### config.mk
export PLATFORM = sky130hd
export DESIGN_NAME = irq_req_latch
export DESIGN_NICKNAME = d
export VERILOG_FILES = /design/src/rtl/irl_pkg.sv /design/src/rtl/irl_ack_dec.sv /design/src/rtl/irl_trig_reg.sv /design/src/rtl/irl_line_cell.sv /design/src/rtl/irq_req_latch.sv
export SDC_FILE = /design/constraint.sdc
export NUM_CORES = 1
export LEC_CHECK = 0
export BUFFER_PORTS_ARGS = -buffer_cell sky130_fd_sc_hd__clkbuf_2
export CAP_MARGIN = 0
export CELL_PAD_IN_SITES_DETAIL_PLACEMENT = 0
export CELL_PAD_IN_SITES_GLOBAL_PLACEMENT = 1
export CORE_AREA = 2 2 67 69
export CTS_BUF_LIST = sky130_fd_sc_hd__clkbuf_8 sky130_fd_sc_hd__clkbuf_16
export DETAILED_ROUTE_END_ITERATION = 7
export DIE_AREA = 0 0 69 71
export GPL_ROUTABILITY_DRIVEN = 0
export GPL_TIMING_DRIVEN = 1
export PLACE_DENSITY_LB_ADDON = 0.1
export SLEW_MARGIN = 20
export SYNTH_ARGS = -nofsm -noshare
export SYNTH_HDL_FRONTEND = slang
export SYNTH_HIERARCHICAL = 1
export SYNTH_SLANG_ARGS = --single-unit
### constraint.sdc
create_clock -name clk_i -period 1.3 [get_ports clk_i]
set_input_delay 0.26 -clock clk_i [delete_from_list [all_inputs] [get_ports clk_i]]
set_output_delay 0.26 -clock clk_i [all_outputs]
set_load 0.02 [all_outputs]
### src/rtl/irl_pkg.sv
package irl_pkg;
  typedef enum logic [1:0] {
    ST_IDLE   = 2'b00,
    ST_RAISED = 2'b01,
    ST_MASKED = 2'b11
  } irl_stat_e;
endpackage

### src/rtl/irl_ack_dec.sv
module irl_ack_dec #(
  parameter int N_LINES = 8,
  localparam int IDX_W = $clog2(N_LINES)
) (
  input  logic               valid_i,
  input  logic [IDX_W-1:0]   idx_i,
  output logic [N_LINES-1:0] hit_o
);
  for (genvar i = 0; i < N_LINES; i++) begin : g_hit
    assign hit_o[i] = valid_i && (idx_i == IDX_W'(i));
  end
endmodule

### src/rtl/irl_trig_reg.sv
module irl_trig_reg #(
  parameter int               N_LINES = 8,
  parameter logic [N_LINES-1:0] WMASK = 8'hF8
) (
  input  logic               clk_i,
  input  logic               rst_ni,
  input  logic               we_i,
  input  logic [N_LINES-1:0] wdata_i,
  output logic [N_LINES-1:0] trig_o
);
  logic [N_LINES-1:0] trig_q;

  always_ff @(posedge clk_i or negedge rst_ni) begin
    if (!rst_ni)   trig_q <= '0;
    else if (we_i) trig_q <= wdata_i & WMASK;
  end

  assign trig_o = trig_q;

  a_r7_unwritable_zero: assert property (@(posedge clk_i) disable iff (!rst_ni)
    (trig_q & ~WMASK) == '0);
  a_r7_write_masked: assert property (@(posedge clk_i) disable iff (!rst_ni)
    we_i |=> trig_q == ($past(wdata_i) & WMASK));
endmodule

### src/rtl/irl_line_cell.sv
module irl_line_cell
  import irl_pkg::*;
(
  input  logic       clk_i,
  input  logic       rst_ni,
  input  logic       line_i,
  input  logic       level_i,
  input  logic       ack_i,
  input  logic       init_i,
  input  logic       mask_i,
  output logic       irr_o,
  output logic [1:0] stat_o
);
  logic      irr_q, prev_q;
  irl_stat_e stat_q;
  logic      irr_ack, rise, set_evt, new_req, irr_d, prev_d;
  irl_stat_e stat_d;

  always_comb begin
    // acknowledge first, line event after
    irr_ack = irr_q & ~(ack_i & ~level_i);
    rise    = line_i & ~prev_q;
    set_evt = level_i ? line_i : rise;
    if (init_i) begin
      irr_d   = irr_q & level_i;
      prev_d  = 1'b0;
      new_req = 1'b0;
    end else begin
      irr_d   = level_i ? line_i : (irr_ack | rise);
      prev_d  = line_i;
      new_req = set_evt & ~irr_ack;
    end
    if (mask_i)       stat_d = ST_MASKED;
    else if (new_req) stat_d = ST_RAISED;
    else              stat_d = ST_IDLE;
  end

  always_ff @(posedge clk_i or negedge rst_ni) begin
    if (!rst_ni) begin
      irr_q  <= 1'b0;
      prev_q <= 1'b0;
      stat_q <= ST_IDLE;
    end else begin
      irr_q  <= irr_d;
      prev_q <= prev_d;
      stat_q <= stat_d;
    end
  end

  assign irr_o  = irr_q;
  assign stat_o = stat_q;

  a_r2_level_follows: assert property (@(posedge clk_i) disable iff (!rst_ni)
    level_i && !init_i |=> irr_q == $past(line_i));
  a_r4_edge_holds: assert property (@(posedge clk_i) disable iff (!rst_ni)
    !level_i && !init_i && !ack_i && !(line_i && !prev_q) |=> $stable(irr_q));
  a_r5_edge_ack_clears: assert property (@(posedge clk_i) disable iff (!rst_ni)
    !level_i && !init_i && ack_i && !(line_i && !prev_q) |=> !irr_q);
  a_r6_rise_wins: assert property (@(posedge clk_i) disable iff (!rst_ni)
    !level_i && !init_i && line_i && !prev_q |=> irr_q);
  a_r8_init_edge: assert property (@(posedge clk_i) disable iff (!rst_ni)
    init_i && !level_i |=> !irr_q && !prev_q);
  a_r8_init_level: assert property (@(posedge clk_i) disable iff (!rst_ni)
    init_i && level_i |=> $stable(irr_q));
  a_r9_masked_code: assert property (@(posedge clk_i) disable iff (!rst_ni)
    mask_i |=> stat_q == ST_MASKED);
endmodule

### src/rtl/irq_req_latch.sv
module irq_req_latch #(
  parameter int                 N_LINES = 8,
  parameter logic [N_LINES-1:0] WMASK   = 8'hF8,
  localparam int                IDX_W   = $clog2(N_LINES)
) (
  input  logic                 clk_i,
  input  logic                 rst_ni,
  input  logic [N_LINES-1:0]   line_i,
  input  logic                 ack_valid_i,
  input  logic [IDX_W-1:0]     ack_idx_i,
  input  logic                 trig_we_i,
  input  logic [N_LINES-1:0]   trig_wdata_i,
  input  logic                 init_i,
  input  logic [N_LINES-1:0]   mask_i,
  output logic [N_LINES-1:0]   irr_o,
  output logic [N_LINES-1:0]   trig_o,
  output logic [2*N_LINES-1:0] status_o
);
  logic [N_LINES-1:0] ack_hit;
  logic [N_LINES-1:0] trig;

  irl_ack_dec #(.N_LINES(N_LINES)) u_ack_dec (
    .valid_i (ack_valid_i),
    .idx_i   (ack_idx_i),
    .hit_o   (ack_hit)
  );

  irl_trig_reg #(.N_LINES(N_LINES), .WMASK(WMASK)) u_trig (
    .clk_i   (clk_i),
    .rst_ni  (rst_ni),
    .we_i    (trig_we_i),
    .wdata_i (trig_wdata_i),
    .trig_o  (trig)
  );

  for (genvar i = 0; i < N_LINES; i++) begin : g_cell
    irl_line_cell u_cell (
      .clk_i   (clk_i),
      .rst_ni  (rst_ni),
      .line_i  (line_i[i]),
      .level_i (trig[i]),
      .ack_i   (ack_hit[i]),
      .init_i  (init_i),
      .mask_i  (mask_i[i]),
      .irr_o   (irr_o[i]),
      .stat_o  (status_o[2*i +: 2])
    );
  end

  assign trig_o = trig;

  a_r9_mask_no_effect: assert property (@(posedge clk_i) disable iff (!rst_ni)
    !init_i |=> ((irr_o & trig_o) == ($past(line_i) & trig_o)));
endmodule

Word level (Yosys, flattened, before mapping)
Index checks and enable logic that the tools add are counted.
{"block": "op_classes", "magnitude_cmp": 0, "shift": 0, "n_mul": 0, "addsub": 0, "n_eq_ne": 7, "reduce_logical": 9, "div_mod_pow": 0, "mux": 50, "bitwise": 71}
{"cell": "$mux W1", "n": 42}
{"cell": "$and A1 B1 Y1", "n": 34}
{"cell": "$not A1 Y1", "n": 29}
{"cell": "$mux W2", "n": 8}
{"cell": "$eq A3 B3 Y1 const B", "n": 4}
{"cell": "$logic_and A1 B1 Y1", "n": 8}
{"cell": "$or A1 B1 Y1", "n": 8}
{"cell": "$eq A3 B2 Y1 const B", "n": 2}
{"cell": "$eq A3 B1 Y1 const B", "n": 1}
{"cell": "$logic_not A3 Y1", "n": 1}
{"block": "word_totals", "word_cells": 162, "ff_bits": 37, "mem_bits_rw": 0, "n_memories": 0, "romBits": 0, "latchBits": 0}

Logic depth before layout (Yosys ltp)
Gate-level depths: netlist of the first run.
{"block": "depth", "word_depth": 10, "ltp_mapped": 4}

Hierarchy
The synthesis of the first run kept the hierarchy.
{"mod": "irl_line_cell", "area_each_um2": 155.1, "n_inst": 8, "cells_per_inst": 13}
{"mod": "irl_trig_reg", "area_each_um2": 207.7, "n_inst": 1, "cells_per_inst": 14}
{"mod": "irl_ack_dec", "area_each_um2": 96.3, "n_inst": 1, "cells_per_inst": 8}

Least setup slack after synthesis of the first run
No wires, ideal clock.
{"block": "synth_path", "kind": "register to register", "from": "register u_trig.trig_q[3], in the netlist u_trig/trig_o[3]", "to": "register g_cell[3].u_cell.irr_q", "required_ns": 1.235, "path_stages_with_launch": 4, "setup_time_ns": 0.065, "setup_slack_ns": 0.347, "path_buffers": 0, "arrival_time_ns": 0.887, "path_cell_list": "dfrtp_1 nor4b_1 a21oi_1 nand2_1"}
{"block": "synth_between", "elab_chain_len": 7, "word_cells_on_any_way": 8, "cone_classes": "mux (2); bitwise (6)"}
{"element": "start, declared", "line_no": "irl_trig_reg.sv:11", "rtl": "logic [N_LINES-1:0] trig_q;"}
{"element": "start signal, assigned", "line_no": "irl_trig_reg.sv:15", "rtl": "else if (we_i) trig_q <= wdata_i & WMASK;"}
{"element": "$not A1 Y1", "line_no": "irl_line_cell.sv:21", "rtl": "irr_ack = irr_q & ~(ack_i & ~level_i);"}
{"element": "$and A1 B1 Y1", "line_no": "irl_line_cell.sv:21"}
{"element": "$not A1 Y1", "line_no": "irl_line_cell.sv:21"}
{"element": "$and A1 B1 Y1", "line_no": "irl_line_cell.sv:21"}
{"element": "$or A1 B1 Y1", "line_no": "irl_line_cell.sv:29", "rtl": "irr_d = level_i ? line_i : (irr_ack | rise);"}
{"element": "$mux W1", "line_no": "irl_line_cell.sv:29"}
{"element": "$mux W1 (*)", "line_no": "irl_line_cell.sv:24", "rtl": "if (init_i) begin"}
{"element": "net g_cell[3].u_cell.irr_d", "line_no": "irl_line_cell.sv:16", "rtl": "logic irr_ack, rise, set_evt, new_req, irr_d, prev_d;"}
{"element": "end signal, assigned", "line_no": "irl_line_cell.sv:44", "rtl": "irr_q <= irr_d;"}
{"element": "end, declared", "line_no": "irl_line_cell.sv:14", "rtl": "logic irr_q, prev_q;"}
Mark *: on every way through the listed nets, which the timed path passes. The rest lies on a longest branch.
A chain may end at the register's enable or synchronous reset.

Final worst setup path of the first run
{"block": "layout_path", "from": "register u_trig.trig_q[6], in the netlist u_trig/trig_o[6]", "to": "output port trig_o[6]"}
{"element": "end, declared", "line_no": "irq_req_latch.sv:16", "rtl": "output logic [N_LINES-1:0] trig_o,"}
No word-level cell between the ends.

==> qor.txt, run 1 <==
status: completed
starting density of the core: 36.76%
Seq cells post-synth: 37
Rows: 24
core area: 4204 um^2
vias in the first global route: 1150
first-pass GRT wire length: 5.216 mm
crit-path cells: clkbuf_2
Clock transition at path regs: 0.07 ns
CP startpoint kind: register
clock skew: 0.0008901 ns
Detail Route Antenna Nets: 0
final setup fails: 0
number of antenna violations at the first check in global routing: 0
layout net count: 224
unrepaired setup endpoints after global routing: false
Fin Setup TNS: 0 ns
full die area: 4899 um^2
chip height: 71 um
maxcap violations: 0
Skew-Pair Late Insertion Delay: 0.28 ns
CTS buffer count: 5
IR drop worst, VDD: 0.4795 mV
Hold Vio Cnt, Final: 0
Critical Setup Path Class: reg -> out
H-tree depth: 2
Flop pwr share: 51.8%
Post-CTS Hold Fix Bufs: 0
post-CTS resize count: 0
Clk pwr share: 31.0%
CTS max path bufs: 2
Synth top area share: 59.92%
Pins Over Slew Limit: 0
CTS tree: yes
final worst slack: 0.1291 ns
PortBufs: 57
critical path's slowest cell: dfrtp_1
grt total ovfl: 0
largest cells by area after synthesis: dfrtp_1 60%, a31o_1 4.5%, nor2b_2 4.5%, nor4b_1 4.5%, mux2_2 3.6%
Net Switching: 0.6875 mW
largest area contributor in the netlist: dfrtp_1
CP top delay family: flip-flops
Critical Path RT: 1.04 ns
drt wl/cell: 13.22 um
via count: 1168
worst slack at placement: 0.08946 ns
Sw Ratio: 27.33%
Max Clock Freq: 0.8540 GHz
Crit path largest cell delay: 0.43 ns
Iter 0 DRT Violations: 87
Netlist cell types: 17
routed wire length: 3.226 mm
Die Wd: 69 um
Critical Path Sink Type: output pin
top-count cell post-synth: dfrtp_1
syn_area_per_cell: 12.26 um^2
# IOs: 64
Worst Hold Class: in -> async
Syn. warnings: 6
Post-synth top flop: dfrtp_1
Worst Path Max Fanout: 6
Post-synth EDFFs: 0
Post-Syn Area: 1545 um^2
Pint: 1.828 mW
CP bufs+invs: 1
CP Data Arrival Time: 0.91 ns
CTS Sinks: 37
Total Routing Usage GR: 13.56%
Power Density: 1264 nW/um^2
cells after synthesis: 126
share of cells above drive strength 1: 45.31%
Area growth syn-to-layout: 28.75%
Final Critical Period: 1.171 ns
DR pass1 iterations: 4
diode count: 0
Synth async-reset ratio: 100.0%
register area share after synthesis: 59.92%
DPL Wire Length: 2.454 mm
postcts setup bufs: 0
Leak: 0.9439 nW
fin crit share: 90.07%
DR DRC count: 0
largest net degree at the start of global routing: 38
root buf cell: clkbuf_8
Gate power share: 17.2%
routed vias/inst: 4.787
[logic make-up (layout without fill, tap and decap cells)]
group                  count (synthesis)  count (layout)  synth area share, %
multiplexers                           5               5                3.643
flip-flops                            37              37                59.92
AO/OA/AOI/OAI                         24              24                9.717
AND/OR/NAND/NOR                       48              48                23.08
buffers and inverters                 11              75                3.401
other                                  1               3               0.2427
[sequential cells by signal, summed over array words and instances (netlist names)]
name                  count
g_cell.u_cell/irr_o       8
g_cell.u_cell/prev_q      8
g_cell.u_cell/stat_o     16
u_trig/trig_o             5
[final cells by class]
type	count	area [um^2]
Fill cell	413	2215
Sequential cell	37	925.9
Multi-Input combinational cell	80	574.3
Timing Repair Buffer	60	307.8
Clock buffer	6	82.58
Tap cell	52	65.06
Inverter	8	30.03
Clock inverter	1	3.754
[power groups by stage]
stage / sequential (mW) / combinational, mW / clock [mW]
2_1_floorplan: 1.41 / 0.148 / 0
3_3_place_gp: 1.32 / 0.429 / 0
3_5_place_dp: 1.33 / 0.436 / 0
4_1_cts: 1.30 / 0.438 / 0.805
5_1_grt: 1.32 / 0.471 / 0.856
6_report: 1.30 / 0.432 / 0.780
[layer usage]
| layer | global-route usage (%) | routed length (um) |
|---|---|---|
| met1 | 16.11 | 1442 |
| met2 | 22.44 | 1527 |
| met3 | 3.846 | 194 |
| met4 | 7.190 | 61 |
| met5 | 0 | 0 |
[worst reg2reg max path, stage by stage (launching register included)]
cell	delay, ns
dfrtp_1	0.43
nor4b_1	0.34
a21oi_1	0.07
nand2_1	0.07
[placed cells by master, fill, tap and decap left out]
| master | count |
|---|---|
| and4bb_2 | 3 |
| nor4b_2 | 1 |
| and4_2 | 1 |
| o21ai_0 | 8 |
| nor2b_2 | 8 |
| conb_1 | 3 |
| and4b_2 | 3 |
| a21oi_1 | 8 |
| nand2b_1 | 8 |
| nor4b_1 | 8 |
| clkbuf_2 | 57 |
| dfrtp_1 | 37 |
| clkbuf_8 | 6 |
| inv_1 | 9 |
| nand3_1 | 8 |
| a31o_1 | 8 |
| nand2_1 | 8 |
| buf_4 | 3 |
| mux2_2 | 5 |
[through the flow]
stage | hold WS, ns | std cells | instance area, um^2 | utilization [%] | total power, mW
after floorplan | -0.03559 | 128 | 1553 | - | 1.560
after global routing | 0.05954 | 244 | 1989 | 47.32 | 2.643
after detailed placement | 0.3322 | 237 | 1903 | 45.27 | 1.762
after global placement | 0.3265 | 237 | 1903 | 45.27 | 1.746
after CTS | 0.02972 | 244 | 1989 | 47.32 | 2.546
final | 0.008984 | 244 | 1989 | 47.32 | 2.515
[worst paths after layout]
kind                            depth (start not counted)  slack, ns                         end                    from
worst max-delay path                                    1       0.13                   trig_o[6]        u_trig/trig_o[6]
worst max register to register                          3       0.33      g_cell[5].u_cell/irr_o        u_trig/trig_o[5]
max in group asynchronous                               2       0.97  g_cell[4].u_cell/stat_o[0]                  rst_ni
min in group clk_i                                      1       0.10  g_cell[3].u_cell/stat_o[1]               mask_i[3]
worst min register to register                          2       0.54      g_cell[7].u_cell/irr_o  g_cell[7].u_cell/irr_o
worst min-delay path                                    2      0.009  g_cell[3].u_cell/stat_o[0]                  rst_ni
(Power assumes the default switching activity.)
==> inputs of run 2 (changes only) <==
--- a/config.mk
+++ b/config.mk
@@ -19,5 +19,4 @@
 export SLEW_MARGIN = 20
 export SYNTH_ARGS = -nofsm -noshare
 export SYNTH_HDL_FRONTEND = slang
-export SYNTH_HIERARCHICAL = 1
 export SYNTH_SLANG_ARGS = --single-unit
==> qor.txt, run 2 <==
status: completed
CP Data Arrival Time: 0.91 ns
largest area contributor in the netlist: dfrtp_1
via count: 1083
full die area: 4899 um^2
root buf cell: clkbuf_8
Post-synth top flop: dfrtp_1
CTS Sinks: 37
Seq cells post-synth: 37
largest cells by area after synthesis: dfrtp_1 60%, buf_4 8.2%, nand2b_1 3.2%, nor2b_1 3.2%, mux2_2 2.9%
Post-synth EDFFs: 0
Crit Reg-Reg Startpoint: g_cell[6].u_cell.irr_o
unrepaired setup endpoints after global routing: false
Crit path largest cell delay: 0.43 ns
maxcap violations: 0
CTS max path bufs: 2
share of cells above drive strength 1: 44.13%
Clock transition at path regs: 0.07 ns
final setup fails: 0
Iter 0 DRT Violations: 45
reg-to-reg slack, setup: 0.30 ns
Hold Vio Cnt, Final: 0
H-tree depth: 2
final worst slack: 0.1255 ns
routed wire length: 3.111 mm
post-synthesis compound-gate area fraction: 13.40%
drt wl/cell: 13.47 um
routed vias/inst: 4.688
post-CTS resize count: 0
critical path launch point: u_trig.trig_o[3]
Synth async-reset ratio: 100.0%
Die Wd: 69 um
Fin Setup TNS: 0 ns
Worst Path Max Fanout: 5
fillers: 445
critical path's slowest cell: dfrtp_1
register area share after synthesis: 59.73%
Skew-Pair Late Insertion Delay: 0.28 ns
Synth Area in XOR/XNOR: 0%
starting density of the core: 36.88%
Power Density: 1356 nW/um^2
post-synthesis mux area share: 5.488%
Reg area: 925.9 um^2
Rows: 24
Worst Hold Class: in -> reg
CP startpoint kind: register
area of the multi-input gates: 491.7 um^2
largest family of logic cells by synthesized area: compound AO/OA/AOI/OAI gates
DR pass1 iterations: 4
Adder-Cell Fraction of Synth Area: 0%
Critical Path RT: 1.04 ns
# IOs: 64
Worst R2R Path Depth: 3
Setup crit end: trig_o[3]
Synth top area share: 59.73%
syn_area_per_cell: 12.21 um^2
Detail Route Antenna Nets: 0
CTS buffer count: 5
fin crit share: 90.35%
max FFs per register: 16
Worst R2R End: g_cell[6].u_cell.irr_o
most common cell after layout, fill and taps aside: clkbuf_2
most frequent cells in the layout: 57 x clkbuf_2, 37 x dfrtp_1, 8 x nand2b_1, 8 x nor2b_1, 8 x o21ai_0
clock skew: 0.004813 ns
Area growth syn-to-layout: 23.49%
layout net count: 210
CP bufs+invs: 1
Max Clock Freq: 0.8514 GHz
first-pass GRT wire length: 5.478 mm
CP top delay family: flip-flops
diode count: 0
number of antenna violations at the first check in global routing: 0
Commonest cells post-synth: 37 x dfrtp_1, 17 x buf_4, 8 x nand2b_1, 8 x nor2b_1, 8 x o21ai_0
IR drop worst, VDD: 0.6395 mV
chip height: 71 um
grt total ovfl: 0
Total Routing Usage GR: 14.29%
CTS tree: yes
PortBufs: 57
vias in the first global route: 1138
largest net degree at the start of global routing: 38
top-count cell post-synth: dfrtp_1
Final Critical Period: 1.175 ns
DR DRC count: 0
crit-path cells: clkbuf_2
core area: 4204 um^2
DPL Wire Length: 2.258 mm
Post-Syn Area: 1550 um^2
Critical Setup Path Class: reg -> out
Levels on crit path: 1
final hold slack: 0.09323 ns
total power: 2.595 mW
Leak: 0.9435 nW
worst slack at placement: 0.1266 ns
cells after synthesis: 127
Pins Over Slew Limit: 0
Netlist cell types: 26
simple-gate share of the synthesized area: 12.11%
Critical Path Sink Type: output pin
placed inst area: 1803 um^2
Syn. warnings: 0
Final Instance Area: 1914 um^2
==> run 2: worst min-delay path by stage <==
stage	startpoint	endpoint	slack (ns)	cells after the start
final	mask_i[6]	g_cell[6].u_cell.stat_o[1]	0.09	1
after global routing	mask_i[6]	g_cell[6].u_cell.stat_o[1]	0.08	1
after CTS	mask_i[6]	g_cell[6].u_cell.stat_o[1]	0.08	1
after detailed placement	rst_ni	g_cell[4].u_cell.stat_o[0]	0.24	2
after global placement	rst_ni	u_trig.trig_o[4]	0.24	2
after floorplan	rst_ni	g_cell[0].u_cell.irr_o	-0.04	0
==> run 2: final cells by class <==
cell class              instances  area share, %
flip-flops and latches         37          48.37
clock inverters                 1         0.2614
inverters                       2         0.3922
repair buffers                 60          16.86
well taps                      52          3.399
clock buffers                   7          5.033
multi-input cells              72          25.69
==> run 2: metal layers <==
| metal | vias to the layer above | share of wire, % | track usage (%) |
|---|---|---|---|
| met5 | - | 0 | 0 |
| met4 | 0 | 1.5 | 4.575 |
| met3 | 6 | 6.9 | 6.268 |
| met2 | 34 | 48 | 23.29 |
| met1 | 522 | 43 | 17.14 |
| li1 | 521 | - | - |
==> run 2: kinds of logic (layout without fill, tap and decap cells) <==
group / count (synthesis) / after routing
compound gates: 30 / 30
buf+inv: 20 / 70
flops: 37 / 37
mux: 8 / 8
other cells: 1 / 3
simple gates: 31 / 31
==> run 2: timing repair <==
item,4_1_cts,5_1_grt
endpoints found under the hold margin,37,0
setup endpoints to repair,0,0
hold buffers,1,0
buffers inserted,0,0
==> run 2: where the power goes <==
part	internal, mW	total (mW)	switching (mW)
logic	0.174	0.429	0.255
clock network	0.479	0.869	0.390
registers	1.24	1.30	0.0588
==> run 2: worst reg2reg max path, delay by kind of cell (launching register included) <==
kind	cells	cell delay (ns)
flops	1	0.42
compound gates	2	0.29
simple gates	1	0.15
==> run 2: per-stage QoR <==
| stage | cells | utilization [%] |
|---|---|---|
| after floorplan | 129 | - |
| after global placement | 222 | 42.89 |
| after detailed placement | 222 | 42.89 |
| after CTS | 231 | 45.54 |
| after global routing | 231 | 45.54 |
| final | 231 | 45.54 |
